<file path="config.mk">
export PLATFORM = sky130hd
export DESIGN_NAME = mf_sync_gen
export DESIGN_NICKNAME = d
export VERILOG_FILES = /design/src/rtl/mf_sync_gen.sv
export SDC_FILE = /design/constraint.sdc
export NUM_CORES = 1
export LEC_CHECK = 0
export BUFFER_PORTS_ARGS = -buffer_cell sky130_fd_sc_hd__buf_4
export CORE_UTILIZATION = 40
export CTS_CLUSTER_SIZE = 40
export DETAILED_ROUTE_END_ITERATION = 8
export SETUP_SLACK_MARGIN = 0.5
export SLEW_MARGIN = 0
export SYNTH_ARGS = -nofsm -noshare
export SYNTH_HDL_FRONTEND = slang
export SYNTH_SLANG_ARGS = --single-unit
</file>
<file path="constraint.sdc">
create_clock -name clk -period 6.64 [get_ports clk]
set_clock_uncertainty 0.2 [all_clocks]
set_input_delay 0.664 -clock clk [delete_from_list [all_inputs] [get_ports clk]]
set_output_delay 0.664 -clock clk [all_outputs]
set_load 0.05 [all_outputs]
</file>
<file path="src/rtl/mf_sync_gen.sv">
`timescale 1ns/1ps
module mf_sync_gen #(
  parameter int ALIGN_LAG = 0
) (
  input  logic       clk,
  input  logic       rst,
  input  logic       frame_strobe,
  input  logic       e1_mode,
  input  logic [4:0] offset,
  input  logic       thru_en,
  input  logic       rx_align,
  input  logic       sync_oe_cfg,
  output logic       sync_pulse,
  output logic [4:0] frame_num,
  output logic       sig_frame,
  output logic       sync_oe
);
  localparam logic [4:0] T1_FIRST = 5'd1;
  localparam logic [4:0] T1_LAST  = 5'd24;
  localparam logic [4:0] E1_FIRST = 5'd0;
  localparam logic [4:0] E1_LAST  = 5'd15;
  localparam logic [4:0] LAG      = 5'(ALIGN_LAG);

  logic       act_e1;
  logic [4:0] act_off;
  logic [4:0] cnt;

  logic       at_last, realign, reload, nxt_e1, hit;
  logic [4:0] nxt_off, nxt_cnt, first_frm;

  assign at_last   = cnt == (act_e1 ? E1_LAST : T1_LAST);
  assign realign   = frame_strobe & thru_en & rx_align;
  assign reload    = (frame_strobe & at_last) | realign;
  assign nxt_e1    = reload ? e1_mode : act_e1;
  assign nxt_off   = reload ? offset : act_off;
  assign first_frm = nxt_e1 ? E1_FIRST : T1_FIRST;

  always_comb begin
    if (realign)      nxt_cnt = first_frm + LAG;
    else if (at_last) nxt_cnt = first_frm;
    else              nxt_cnt = cnt + 5'd1;
  end

  assign hit = nxt_e1 ? (nxt_cnt[3:0] == nxt_off[3:0])
                      : ((nxt_off < 5'd24) && (nxt_cnt == nxt_off + 5'd1));

  always_ff @(posedge clk) begin
    if (rst) begin
      act_e1  <= e1_mode;
      act_off <= offset;
      cnt     <= e1_mode ? E1_LAST : T1_LAST;
    end else if (frame_strobe) begin
      act_e1  <= nxt_e1;
      act_off <= nxt_off;
      cnt     <= nxt_cnt;
    end
  end

  assign sync_pulse = frame_strobe & hit;
  assign frame_num  = cnt;
  assign sig_frame  = act_e1 ? (cnt != 5'd0)
                             : (cnt == 5'd6 || cnt == 5'd12 || cnt == 5'd18 || cnt == 5'd24);
  assign sync_oe    = sync_oe_cfg | thru_en;


  pulse_on_strobe_chk: assert property (@(posedge clk) disable iff (rst)
    sync_pulse |-> frame_strobe);


  hold_without_strobe_chk: assert property (@(posedge clk) disable iff (rst)
    !frame_strobe |=> $stable(frame_num));


  e1_range_chk: assert property (@(posedge clk) disable iff (rst)
    act_e1 |-> frame_num <= 5'd15);


  t1_range_chk: assert property (@(posedge clk) disable iff (rst)
    !act_e1 |-> (frame_num >= 5'd1 && frame_num <= 5'd24));


  t1_no_oob_pulse_chk: assert property (@(posedge clk) disable iff (rst)
    sync_pulse |=> (act_e1 || act_off < 5'd24));


  pulse_lands_on_target_chk: assert property (@(posedge clk) disable iff (rst)
    sync_pulse |=> (act_e1 ? frame_num[3:0] == act_off[3:0] : frame_num == act_off + 5'd1));


  thru_forces_oe_chk: assert property (@(posedge clk) disable iff (rst)
    thru_en |-> sync_oe);
endmodule

</file>
==> results of run 1 <==
kinds of logic after synthesis:
logic type / after synthesis / share of synthesized area (%)
and+or+nand+nor: 48 / 25.4
AOI/OAI and AO/OA: 34 / 22.0
buffers and inverters: 10 / 3.71
xor gates and xnor gates: 6 / 4.45
muxes: 13 / 12.2
DFF: 11 / 28.0
adders and majority gates: 4 / 4.24
critical path: stages (launching register included):
cell,delay [ns]
edfxtp_1,0.56
and4bb_4,0.30
a22o_4,0.24
o21ai_4,0.28
mux2i_1,0.30
inv_1,0.13
ha_1,0.30
nand2b_1,0.14
mux2i_1,0.17
o2111ai_1,0.19
a21boi_0,0.28
o2111ai_1,0.14
nand3_1,0.13
nand4bb_1,0.11
nand3_1,0.10
buf_4,0.20
state kept, by name, indices dropped and copies added (netlist names):
register	count
act_e1	1
act_off	5
frame_num	5
area by class of cell:
| type | instances | share of cell area (%) |
|---|---|---|
| inverters | 6 | 1.65 |
| clock buffers | 3 | 1.65 |
| multi-input cells | 105 | 59.0 |
| clock inverters | 1 | 0.366 |
| repair buffers | 19 | 10.4 |
| well taps | 31 | 2.83 |
| flip-flops and latches | 11 | 24.1 |
where the power goes:
group | internal (uW) | leakage [uW] | switching [uW]
registers | 87.7 | 0.000112 | 14.8
logic | 56.0 | 0.000434 | 78.0
clock network | 22.4 | 0.0000177 | 25.8
stage by stage:
stage | power [uW] | setup slack [ns]
final | 285 | 1.93
after global routing | 302 | 1.62
after CTS | 286 | 1.92
after detailed placement | 238 | 2.24
after global placement | 236 | 2.41
after floorplan | 204 | 2.17
path summary, 6_finish.rpt:
check	from	to	slack [ns]	depth (start not counted)
setup / recovery	frame_num[4]	sync_pulse	1.93	15
hold / removal	act_off[4]	act_off[4]	0.46	1
setup reg to reg	frame_num[4]	act_off[0]	4.12	6
hold reg to reg	act_off[4]	act_off[4]	0.46	1
layout by cell type (no fill, tap or decap), types with 3 or more instances in the layout:
master / netlist / final
buf_4: 1 / 19
edfxtp_1: 11 / 11
nand3_1: 10 / 10
nand2_1: 10 / 10
mux2_2: 7 / 7
a21oi_1: 7 / 7
o21ai_0: 5 / 5
inv_1: 5 / 5
mux2i_1: 5 / 5
nor2_1: 4 / 4
xnor2_1: 4 / 4
ha_1: 4 / 4
and2_1: 3 / 3
o211ai_1: 3 / 3
a21boi_0: 3 / 3
o2111ai_1: 3 / 3
or2_2: 3 / 3
clkbuf_4: 0 / 3
metal layers:
metal  vias up  wire (um)  global-route usage, %
met3         5         89                   2.30
met5         -          0                      0
met1       492       1320                   24.1
met2        27       1240                   28.9
met4         0         29                   5.23
li1        517          -                      -
==> results.yml, run 1 <==
timing:
  final-setup-viol-count: 0
  fin_setup_tns_ns: 0
  report.final.slew_viol_count: 0
  hold_ws_ns: 0.459
  timing.final.crit_share_pct: 71.0
  maxSlewHeadroom_pct: 60.8
  worst-slew-pin-transition_ns: 0.581
  clock.fmax_mhz: 212
  timing.final.crit_period_ns: 4.71
  timing.final.hold_violations: 0
  grt_setup_unrepaired: "false"
finish:
  final_core_utilization_pct: 49.2
  seqCellArea_sq_um: 330
  multiInputGateArea_sq_um: 807
  design_area_sq_um: 1370
  fin_cells: 176
  layout.nets: 162
  final.fill_count: 263
  syn2layout_area_growth_pct: 15.9
  n_antenna_cell: 0
  post_route_cells_drive_above_1_share_pct: 31.0
place:
  placed_area_sq_um: 1340
  placedCellCount: 172
  port_buffers: 19
  post-dp-hpwl_um: 2100
  place.gp.congestion: 0.912
global_routing:
  grt_pass1_wl_um: 4400
  grt_pass1_vias: 964
  gr-usage-all-layers_pct: 17.6
  grt_max_degree: 14
  grt_overflow: 0
  grt_antenna_before_repair: 0
worst_setup_path:
  end_kind: "primary output"
  worst_path_required_time_ns: 5.78
  critPathLaunchType: "flip-flop"
  worst-path-max-fanout: 9
  worstSetupPathType: "reg -> out"
  worstPathArrival_ns: 3.85
synth:
  syn-mean-instance-area_sq_um: 9.37
  area_contributors_post_synth: "edfxtp_1, mux2_2, ha_1"
  number_of_nets_produced_by_synthesis: 142
  synthDominantCellAreaShare_pct: 28.0
  syn_area_sq_um: 1180
  synth.cells.most_frequent: "edfxtp_1, nand2_1, nand3_1, a21oi_1, mux2_2"
  synth_area_leader_cell: "edfxtp_1"
  post_synth_num_cell_types: 49
  synth-edff-count: 11
  synth_top_flop_cell: "edfxtp_1"
  yosys_register_bits: 11
  synth.yosys.seq_area_share_pct: 28.0
  yosysWarnings: 0
  post-synth-top-count-cell: "edfxtp_1"
  postSynth.asyncResetShare_pct: 0
  synthCells: 126
pwr:
  p_leak_uw: 0.000563
  power.ir.vdd_worst_mv: 0.144
  power_density_nw_per_um2: 208
clock_tree:
  tritoncts_num_sinks: 11
  clk_path_buf_depth: 2
  clk_latency_ns: 0.28
  tritoncts.num_buffers: 3
  cts-htree-levels: 1
  cts.hold.buffers_added: 0
  cts.reportedPaths.clkPinSlew_ns: 0.08
  cts_repair_resize_count: 0
  cts_tree: "done"
  root_buffer: "clkbuf_4"
  cts_setup_buffers: 0
route:
  ant_nets: 0
  wl_per_cell_um: 15.2
  detailedRoute.firstPassIterationCount: 4
  drt_iter0_drc: 36
  detail_route.drc_violations: 0
  detail_route.vias_per_cell: 5.91
  route.final.wire_length_um: 2670
  via_count: 1041
floorplanning:
  die_w_um: 56.3
  start_util_pct: 42.5
  ios: 20
  placeableCoreArea_sq_um: 2780
  chipHeight_um: 56.3
  num_rows: 19
  die_area_sq_um: 3170
worst_hold_path:
  min-delay-path-class: "reg -> reg"
outcome:
  run_status: "finished, final reports clean"
job:
  max_cap_check_violation_count: 0
Power figures use the tool's default switching activity.
==> inputs of run 2 (changes only) <==
Clock period 6.64 ns to 3.9 ns, I/O delays scaled along.
==> run 2 against run 1 <==
Sequential power rose by 58%. Wire length rose by 12%. Sequential cell count did not move. Combinational power rose by 120%. Worst hold slack got worse by 0.21 ns. Die area did not move. Global-route usage rose by 2.6 points. Critical path depth did not move. First-iteration DRC count rose by 56%. Via count rose by 11%. Critical path type unchanged. Largest cell class unchanged. Largest power group unchanged. Highest routed layer unchanged.
==> results.yml, run 2 (synthesis results as in run 1) <==
timing:
  final-setup-viol-count: 0
  hold_ws_ns: 0.247
  worst-slew-pin-transition_ns: 0.657
  clock.fmax_mhz: 257
  timing.final.crit_period_ns: 3.88
  grt_setup_unrepaired: "true"
  report.final.slew_viol_count: 0
  timing.final.crit_share_pct: 99.6
  timing.final.hold_violations: 0
  maxSlewHeadroom_pct: 55.7
place:
  placedCellCount: 178
  place.gp.congestion: 0.895
  placed_area_sq_um: 1400
  port_buffers: 19
  post-dp-hpwl_um: 2200
clock_tree:
  tritoncts.num_buffers: 3
  cts.hold.buffers_added: 0
  tritoncts_num_sinks: 11
  clk_latency_ns: 0.27
  root_buffer: "clkbuf_4"
  clk_path_buf_depth: 2
  cts.reportedPaths.clkPinSlew_ns: 0.07
  cts-htree-levels: 1
  cts_tree: "done"
finish:
  largestRegisters: "act_off (5), frame_num (5), act_e1 (1)"
  syn2layout_area_growth_pct: 32.2
  commonest_cells_after_routing_fill_and_taps_aside: "buf_4, edfxtp_1, nand2_1"
  fin_cells: 192
  design_area_sq_um: 1560
  n_antenna_cell: 0
  layout.nets: 178
  post_route_cells_drive_above_1_share_pct: 42.2
  most_frequent_standard_cell_in_the_layout_excluding_fill_and_tap_cells: "buf_4"
global_routing:
  grt_antenna_before_repair: 0
  grt_max_degree: 14
  grt_pass1_wl_um: 5040
  gr-usage-all-layers_pct: 20.2
  grt_pass1_vias: 1074
  grt_overflow: 0
route:
  detail_route.vias_per_cell: 6.03
  detailedRoute.firstPassIterationCount: 4
  detail_route.drc_violations: 0
  ant_nets: 0
  route.final.wire_length_um: 2990
  drt_iter0_drc: 56
  wl_per_cell_um: 15.6
  via_count: 1157
worst_setup_path:
  worstPathArrival_ns: 3.29
  end_kind: "primary output"
  critPathLaunchType: "flip-flop"
  worstSetupPathType: "reg -> out"
  worst-path-max-fanout: 3
  worst_path_required_time_ns: 3.31
floorplanning:
  start_util_pct: 42.5
  num_rows: 19
  die_area_sq_um: 3170
  ios: 20
  placeableCoreArea_sq_um: 2780
  chipHeight_um: 56.3
  die_w_um: 56.3
job:
  max_cap_check_violation_count: 0
pwr:
  power_density_nw_per_um2: 341
  power.ir.vdd_worst_mv: 0.216
  p_leak_uw: 0.000644
worst_hold_path:
  min-delay-path-class: "in -> reg"
outcome:
  run_status: "finished, final reports clean"
[run 2: worst max-delay path, cell delays in order, from the launching register on]
cell	delay [ns]
edfxtp_1	0.40
and4bb_4	0.22
a22o_4	0.23
o21ai_4	0.18
mux2i_2	0.28
inv_2	0.09
ha_4	0.25
nand2b_4	0.14
mux2i_4	0.15
nand4_1	0.14
a221oi_2	0.30
o21ai_1	0.10
nand3_1	0.12
nand4bb_1	0.17
nand3_4	0.10
buf_8	0.15
[run 2: area by class of cell]
| cell class | count | area, sq um |
|---|---|---|
| Fill cell | 259 | 1220 |
| Multi-Input combinational cell | 105 | 873 |
| Sequential cell | 11 | 330 |
| Timing Repair Buffer | 35 | 270 |
| Tap cell | 31 | 38.8 |
| Clock buffer | 4 | 26.3 |
| Inverter | 6 | 22.5 |
[run 2: power breakdown]
| part | internal [uW] | switching, uW |
|---|---|---|
| Combinational | 130 | 162 |
| Sequential | 149 | 13.8 |
| Clock | 39.6 | 38.7 |
[run 2: stage by stage]
step / power [uW] / setup slack (ns) / TNS [ns] / utilization [%]
2_1_floorplan: 350 / -0.0910 / -0.0910 / -
3_3_place_gp: 415 / 0.139 / 0 / 50.3
3_5_place_dp: 416 / 0.0420 / 0 / 50.3
4_1_cts: 524 / 0.0231 / 0 / 55.6
5_1_grt: 566 / -0.207 / -0.207 / 56.1
6_report: 533 / 0.0158 / 0 / 56.1
[run 2: worst paths after layout]
kind / from / depth (start not counted) / to / slack, ns
worst min-delay path: offset[1] / 2 / act_off[1] / 0.25
worst max register to register: frame_num[4] / 7 / act_off[0] / 1.65
worst max-delay path: frame_num[4] / 15 / sync_pulse / 0.02
worst min register to register: act_off[4] / 1 / act_off[4] / 0.45
[run 2: timing repair]
action / 4_1_cts / 5_1_grt
setup buffers: 9 / 1
endpoints found under the setup margin: 1 / 1
pin swaps: 9 / 3
resized for setup: 10 / 1
[run 2: layer usage]
metal  share of wire, %  track usage, %
met1                 44            26.2
met2                 49            33.5
met3                5.2            3.23
met4                2.3            8.36
met5                  0               0
